### config.mk
export PLATFORM = sky130hd
export DESIGN_NAME = sync_usart_master
export DESIGN_NICKNAME = d
export VERILOG_FILES = /design/src/rtl/sua_pkg.sv /design/src/rtl/sua_frame_ctrl.sv /design/src/rtl/sua_clk_gen.sv /design/src/rtl/sua_rx_capture.sv /design/src/rtl/sync_usart_master.sv
export SDC_FILE = /design/constraint.sdc
export NUM_CORES = 1
export LEC_CHECK = 0
export BUFFER_PORTS_ARGS = -buffer_cell sky130_fd_sc_hd__buf_2
export CAP_MARGIN = 5
export CELL_PAD_IN_SITES_DETAIL_PLACEMENT = 0
export CELL_PAD_IN_SITES_GLOBAL_PLACEMENT = 1
export CORE_MARGIN = 2
export CORE_UTILIZATION = 48
export DETAILED_ROUTE_END_ITERATION = 12
export PLACE_DENSITY_LB_ADDON = 0.2
export SLEW_MARGIN = 15
export SYNTH_ARGS = -nofsm -noshare
export SYNTH_HDL_FRONTEND = slang
export SYNTH_HIERARCHICAL = 1
export SYNTH_SLANG_ARGS = --single-unit
### constraint.sdc
create_clock -name clk_i -period 3.5 [get_ports clk_i]
set_input_delay 0.7 -clock clk_i [delete_from_list [all_inputs] [get_ports clk_i]]
set_output_delay 0.7 -clock clk_i [all_outputs]
set_load 0.005 [all_outputs]
### src/rtl/sua_pkg.sv
package sua_pkg;
  typedef enum logic [1:0] {
    PH_IDLE  = 2'd0,
    PH_START = 2'd1,
    PH_DATA  = 2'd2,
    PH_STOP  = 2'd3
  } phase_e;
endpackage

### src/rtl/sua_frame_ctrl.sv
module sua_frame_ctrl
  import sua_pkg::*;
#(
  parameter int DATA_W = 9,
  parameter int OSR    = 16,
  localparam int CNT_W = $clog2(OSR),
  localparam int IDX_W = $clog2(DATA_W)
) (
  input  logic              clk_i,
  input  logic              rst_ni,
  input  logic              tick_i,
  input  logic              load_i,
  input  logic [DATA_W-1:0] data_i,
  input  logic              long_i,
  output phase_e            phase_o,
  output logic [CNT_W-1:0]  cnt_o,
  output logic [IDX_W-1:0]  idx_o,
  output logic              last_bit_o,
  output logic              long_o,
  output logic              cap_o,
  output logic              done_o,
  output logic              tx_o
);
  localparam int HALF = OSR / 2;
  localparam logic [CNT_W-1:0] CNT_END  = CNT_W'(OSR - 1);
  localparam logic [CNT_W-1:0] CNT_CAP  = CNT_W'(HALF - 1);
  localparam logic [IDX_W-1:0] IDX_LONG = IDX_W'(DATA_W - 1);
  localparam logic [IDX_W-1:0] IDX_SHRT = IDX_W'(DATA_W - 2);

  phase_e            phase_q;
  logic [CNT_W-1:0]  cnt_q;
  logic [IDX_W-1:0]  idx_q;
  logic [DATA_W-1:0] sh_q;
  logic              long_q;
  logic              bit_end;
  logic [IDX_W-1:0]  last_idx;

  assign bit_end  = tick_i && (cnt_q == CNT_END);
  assign last_idx = long_q ? IDX_LONG : IDX_SHRT;

  always_ff @(posedge clk_i or negedge rst_ni) begin
    if (!rst_ni) begin
      phase_q <= PH_IDLE;
      cnt_q   <= '0;
      idx_q   <= '0;
      sh_q    <= '0;
      long_q  <= 1'b0;
    end else begin
      if (phase_q == PH_IDLE) begin
        if (load_i) begin
          phase_q <= PH_START;
          cnt_q   <= '0;
          idx_q   <= '0;
          sh_q    <= data_i;
          long_q  <= long_i;
        end
      end else if (tick_i) begin
        cnt_q <= bit_end ? '0 : cnt_q + 1'b1;
        if (bit_end) begin
          unique case (phase_q)
            PH_START: phase_q <= PH_DATA;
            PH_DATA: begin
              if (idx_q == last_idx) phase_q <= PH_STOP;
              else begin
                idx_q <= idx_q + 1'b1;
                sh_q  <= sh_q >> 1;
              end
            end
            PH_STOP: phase_q <= PH_IDLE;
            default: phase_q <= PH_IDLE;
          endcase
        end
      end
    end
  end

  always_comb begin
    unique case (phase_q)
      PH_START: tx_o = 1'b0;
      PH_DATA:  tx_o = sh_q[0];
      default:  tx_o = 1'b1;
    endcase
  end

  assign phase_o    = phase_q;
  assign cnt_o      = cnt_q;
  assign idx_o      = idx_q;
  assign long_o     = long_q;
  assign last_bit_o = (phase_q == PH_DATA) && (idx_q == last_idx);
  // capture edge: tick index 7 -> 8 (mid-bit)
  assign cap_o      = (phase_q == PH_DATA) && tick_i && (cnt_q == CNT_CAP);
  assign done_o     = (phase_q == PH_STOP) && bit_end;

  a_r10_cnt_holds: assert property (@(posedge clk_i) disable iff (!rst_ni)
    (phase_q != PH_IDLE && !tick_i) |=> $stable(cnt_q));
  a_r2_data_order: assert property (@(posedge clk_i) disable iff (!rst_ni)
    (phase_q == PH_DATA && !bit_end) |=> $stable(tx_o));
endmodule

### src/rtl/sua_clk_gen.sv
module sua_clk_gen
  import sua_pkg::*;
#(
  parameter int OSR = 16,
  localparam int CNT_W = $clog2(OSR)
) (
  input  logic             clk_i,
  input  logic             rst_ni,
  input  phase_e           phase_i,
  input  logic [CNT_W-1:0] cnt_i,
  input  logic             last_bit_i,
  input  logic             cpol_i,
  input  logic             cpha_i,
  input  logic             lastclk_i,
  output logic             sclk_o
);
  localparam logic [CNT_W-1:0] CNT_HALF = CNT_W'(OSR / 2);

  logic first_half;
  logic active;

  assign first_half = (cnt_i < CNT_HALF);
  always_comb begin
    active = 1'b0;
    if (phase_i == PH_DATA) begin
      active = cpha_i ? first_half : !first_half;
      if (last_bit_i && !lastclk_i) active = 1'b0;
    end
  end
  assign sclk_o = cpol_i ^ active;

  a_r6_no_last_pulse: assert property (@(posedge clk_i) disable iff (!rst_ni)
    (last_bit_i && !lastclk_i) |-> (sclk_o == cpol_i));
endmodule

### src/rtl/sua_rx_capture.sv
module sua_rx_capture #(
  parameter int DATA_W = 9,
  localparam int IDX_W = $clog2(DATA_W)
) (
  input  logic              clk_i,
  input  logic              rst_ni,
  input  logic              cap_i,
  input  logic [IDX_W-1:0]  idx_i,
  input  logic              rx_i,
  input  logic              done_i,
  input  logic              long_i,
  input  logic              read_i,
  output logic [DATA_W-1:0] data_o,
  output logic              valid_o,
  output logic              overrun_o
);
  logic [DATA_W-1:0] sh_q;
  logic [DATA_W-1:0] data_q;
  logic              valid_q;
  logic              ovr_q;

  always_ff @(posedge clk_i or negedge rst_ni) begin
    if (!rst_ni) begin
      sh_q    <= '0;
      data_q  <= '0;
      valid_q <= 1'b0;
      ovr_q   <= 1'b0;
    end else begin
      if (cap_i) sh_q[idx_i] <= rx_i;
      if (done_i) begin
        data_q  <= long_i ? sh_q : {1'b0, sh_q[DATA_W-2:0]};
        valid_q <= 1'b1;
        ovr_q   <= (ovr_q || valid_q) && !read_i;
      end else if (read_i) begin
        valid_q <= 1'b0;
        ovr_q   <= 1'b0;
      end
    end
  end

  assign data_o    = data_q;
  assign valid_o   = valid_q;
  assign overrun_o = ovr_q;

  a_r8_valid_after_stop: assert property (@(posedge clk_i) disable iff (!rst_ni)
    $rose(valid_q) |-> $past(done_i));
  a_r9_ovr_needs_pending: assert property (@(posedge clk_i) disable iff (!rst_ni)
    $rose(ovr_q) |-> ($past(valid_q) && $past(done_i)));
endmodule

### src/rtl/sync_usart_master.sv
module sync_usart_master
  import sua_pkg::*;
#(
  parameter int DATA_W = 9,
  parameter int OSR    = 16
) (
  input  logic              clk_i,
  input  logic              rst_ni,
  input  logic              baud_tick_i,
  input  logic              cfg_long_i,
  input  logic              cfg_cpol_i,
  input  logic              cfg_cpha_i,
  input  logic              cfg_lastclk_i,
  input  logic [DATA_W-1:0] tx_data_i,
  input  logic              tx_load_i,
  output logic              tx_busy_o,
  output logic [DATA_W-1:0] rx_data_o,
  output logic              rx_valid_o,
  input  logic              rx_read_i,
  output logic              rx_overrun_o,
  output logic              tx_o,
  input  logic              rx_i,
  output logic              sclk_o
);
  localparam int CNT_W = $clog2(OSR);
  localparam int IDX_W = $clog2(DATA_W);

  phase_e           phase;
  logic [CNT_W-1:0] cnt;
  logic [IDX_W-1:0] idx;
  logic             last_bit, long_w, cap, done;

  sua_frame_ctrl #(.DATA_W(DATA_W), .OSR(OSR)) u_frame (
    .clk_i(clk_i), .rst_ni(rst_ni), .tick_i(baud_tick_i), .load_i(tx_load_i),
    .data_i(tx_data_i), .long_i(cfg_long_i), .phase_o(phase), .cnt_o(cnt),
    .idx_o(idx), .last_bit_o(last_bit), .long_o(long_w), .cap_o(cap),
    .done_o(done), .tx_o(tx_o)
  );

  sua_clk_gen #(.OSR(OSR)) u_clk (
    .clk_i(clk_i), .rst_ni(rst_ni), .phase_i(phase), .cnt_i(cnt),
    .last_bit_i(last_bit), .cpol_i(cfg_cpol_i), .cpha_i(cfg_cpha_i),
    .lastclk_i(cfg_lastclk_i), .sclk_o(sclk_o)
  );

  sua_rx_capture #(.DATA_W(DATA_W)) u_rx (
    .clk_i(clk_i), .rst_ni(rst_ni), .cap_i(cap), .idx_i(idx), .rx_i(rx_i),
    .done_i(done), .long_i(long_w), .read_i(rx_read_i), .data_o(rx_data_o),
    .valid_o(rx_valid_o), .overrun_o(rx_overrun_o)
  );

  assign tx_busy_o = (phase != PH_IDLE);

  a_r4_sclk_idle: assert property (@(posedge clk_i) disable iff (!rst_ni)
    !tx_busy_o |-> (sclk_o == cfg_cpol_i));
  a_r3_idle_line_high: assert property (@(posedge clk_i) disable iff (!rst_ni)
    !tx_busy_o |-> tx_o);
  a_r2_start_low: assert property (@(posedge clk_i) disable iff (!rst_ni)
    $rose(tx_busy_o) |-> !tx_o);
endmodule

==> impl_metrics.py <==
metrics = {
    "status": {
        "status": "finished, final reports clean",
    },
    "layout": {
        "synthToLayoutAreaGrowth_pct": 15.91,
        "fillers": 342,
        "multi_input_area_um2": 1017,
        "layout.nets": 232,
        "diodes": 0,
        "regArea_um2": 1001,
        "drive_gt1_share_pct": 34.62,
    },
    "cts": {
        "cts_tree": "yes",
        "cts_resized": 0,
        "numCtsBuffers": 5,
        "cts_buffer_depth": 2,
        "ctsHoldBuffers": 0,
        "worst_setup_hold_path_clk_slew_ns": 0.08,
        "htreeDepth": 2,
        "clock_sinks": 40,
        "clk_latency_ns": 0.29,
        "cts_setup_buffers": 0,
        "root_buffer": "clkbuf_8",
    },
    "placed_design": {
        "dp_slack_ns": 1.152,
        "io_buffers": 32,
        "gp_congestion": 0.8562,
        "detailed_place_hpwl_mm": 2.883,
    },
    "power": {
        "powerDensity_nw_per_um2": 582.2,
        "leakage_nw": 1.144,
        "vdd_drop_max_uv": 412.4,
    },
    "worst_setup_path": {
        "rrSetupSlack_ns": 1.15,
        "path_max_fanout": 13,
        "cp.required_ns": 2.80,
        "critical_path_class": "reg -> out",
        "worstPathArrival_ns": 1.93,
        "endpoint_kind": "output pin",
        "worst_setup_path_start_kind": "flop",
    },
    "yosys": {
        "seq_area_frac_synth_pct": 48.57,
        "yosys.area.top_type_share_pct": 48.57,
        "ys_ff_latch": 40,
        "synth-edff-count": 0,
        "syn_area_um2": 2061,
        "yosysUniqueCellTypes": 47,
        "synth_nets": 197,
        "synth_cells": 172,
        "ys.flop_type": "dfrtp_1",
        "ys_warn_count": 6,
        "synth_area_per_cell_um2": 11.98,
        "synthArstFlopShare_pct": 100.0,
        "synthTopCellsByArea": "dfrtp_1 49%, mux2_2 11%, mux2_1 7.1%, ha_1 3.6%, nor3_1 1.9%",
        "synth_largest_area_cell": "dfrtp_1",
    },
    "grt": {
        "grt_first_pass_wirelength_mm": 6.865,
        "grt_usage_pct": 17.76,
        "grt_start_max_net_pins": 41,
        "grt_pass1_vias": 1551,
        "overflow": 0,
        "antenna_found_initial": 0,
    },
    "sta": {
        "maxSlewHeadroom_pct": 33.86,
        "drv_slew": 0,
        "fin_ws_ns": 0.8669,
        "setup_viol": 0,
        "grt_setup_unrepaired": "no",
        "tightest_slew_ns": 0.9885,
        "period_needed_ns": 2.633,
        "fmax_ghz": 0.3798,
        "finalHoldViolCount": 0,
        "timing.final.crit_share_pct": 75.23,
        "final.setup.tns_ns": 0,
        "fin_worst_skew_ns": 0.006511,
    },
    "floorplanning": {
        "num_rows": 23,
        "core_um2": 4058,
        "dieArea_um2": 4833,
        "start_util_pct": 50.79,
        "num_io_pins": 33,
        "die_w_um": 69.52,
        "die_height_um": 69.52,
    },
    "detailed_routing": {
        "wl_per_cell_um": 15.45,
        "drt_iter0_drc": 40,
        "routed_wl_mm": 3.986,
        "dr.pass1.iters": 4,
        "ant_nets": 0,
        "drc": 0,
        "avgViaCountPerCell": 5.616,
        "vias": 1449,
    },
    "hold_path": {
        "hp-class": "reg -> reg",
    },
    "run": {
        "drv_cap": 0,
    },
}
==> synth_stat cells, types with 2 or more instances <==
library cell and instances:
a211o_1 2, a21oi_1 4, a221o_1 2, clkbuf_1 3, dfrtp_1 40, ha_1 6
inv_1 7, mux2_1 13, mux2_2 21, nand2_1 8, nand2b_1 2, nand3_1 6
nor2_1 7, nor2b_1 2, nor3_1 8, nor3b_1 3, nor4_1 2, o21ai_0 5
o311ai_0 2, xnor2_1 2
==> through the flow <==
step                cell area, µm²  utilization (%)  total power (W)  hold slack (ns)  cells
global placement              2267            55.87        0.0009860           0.4626    250
floorplan                     2061                -        0.0009040           0.4044    172
finish                        2389            58.87         0.001391           0.4838    258
detailed placement            2267            55.87         0.001016           0.4699    250
global route                  2389            58.87         0.001484           0.4981    258
CTS                           2389            58.87         0.001411           0.4885    258
==> sequential cells by signal, summed over array words and instances (netlist names) <==
| register | count |
|---|---|
| u_frame/cnt_o | 4 |
| u_frame/idx_o | 4 |
| u_frame/long_o | 1 |
| u_frame/phase_o | 2 |
| u_frame/sh_q | 9 |
| u_rx/data_o | 9 |
| u_rx/overrun_o | 1 |
| u_rx/sh_q | 9 |
| u_rx/valid_o | 1 |
==> power breakdown <==
part	switching, W	total [W]	internal [W]
registers	0.0000854	0.000637	0.000552
logic	0.000166	0.000365	0.000200
clock network	0.000155	0.000388	0.000233
==> cells by family after synthesis <==
kind of cell	synth area share, %
muxes	19.79
DFF	48.57
and+or+nand+nor	15.06
adders and majority gates	3.643
xor gates and xnor gates	1.275
buffers and inverters	2.064
AOI/OAI and AO/OA	9.594
==> cell type report <==
| cell class | count | share of cell area [%] |
|---|---|---|
| multi-input combinational | 121 | 42.59 |
| sequential | 40 | 41.91 |
| timing repair buffer | 32 | 6.705 |
| clock buffer | 6 | 3.457 |
| tap | 50 | 2.619 |
| clock inverter | 2 | 1.624 |
| inverter | 7 | 1.100 |
==> worst max-delay path, cell delays in order (launching register included) <==
cell and delay (ns):
dfrtp_1 0.63, nand3_1 0.21, o22a_1 0.24, nor2b_1 0.13
nand2b_1 0.07, nand4b_1 0.11, xnor2_1 0.12, buf_2 0.12
==> placed cells by master (no fill, tap or decap), types with 3 or more instances in the layout <==
| cell | Yosys | final |
|---|---|---|
| ha_1 | 6 | 6 |
| mux2_2 | 21 | 21 |
| nor3b_1 | 3 | 3 |
| buf_2 | 1 | 32 |
| a21oi_1 | 4 | 4 |
| nand3_1 | 6 | 6 |
| o21ai_0 | 5 | 5 |
| inv_1 | 7 | 7 |
| mux2_1 | 13 | 13 |
| clkbuf_8 | 0 | 6 |
| nand2_1 | 8 | 8 |
| dfrtp_1 | 40 | 40 |
| nor2_1 | 7 | 7 |
| nor3_1 | 8 | 8 |
==> layer usage <==
metal	wire, µm	track usage, %
met1	1725	20.61
met2	2030	30.66
met3	207	6.105
met4	23	5.882
met5	0	0
==> worst paths after layout <==
kind,start,endpoint,cells past startpoint
min in group asynchronous,rst_ni,u_rx/valid_o$_DFFE_PN0P_,1
setup / recovery,u_frame/idx_o[2]$_DFFE_PN0P_,sclk_o,7
max in group asynchronous,rst_ni,u_frame/sh_q[6]$_DFFE_PN0P_,1
hold / removal,u_rx/sh_q[7]$_DFFE_PN0P_,u_rx/sh_q[7]$_DFFE_PN0P_,1
hold reg to reg,u_rx/sh_q[7]$_DFFE_PN0P_,u_rx/sh_q[7]$_DFFE_PN0P_,1
setup reg to reg,u_frame/phase_o[0]$_DFFE_PN0P_,u_frame/sh_q[7]$_DFFE_PN0P_,5
(Power assumes the default switching activity.)
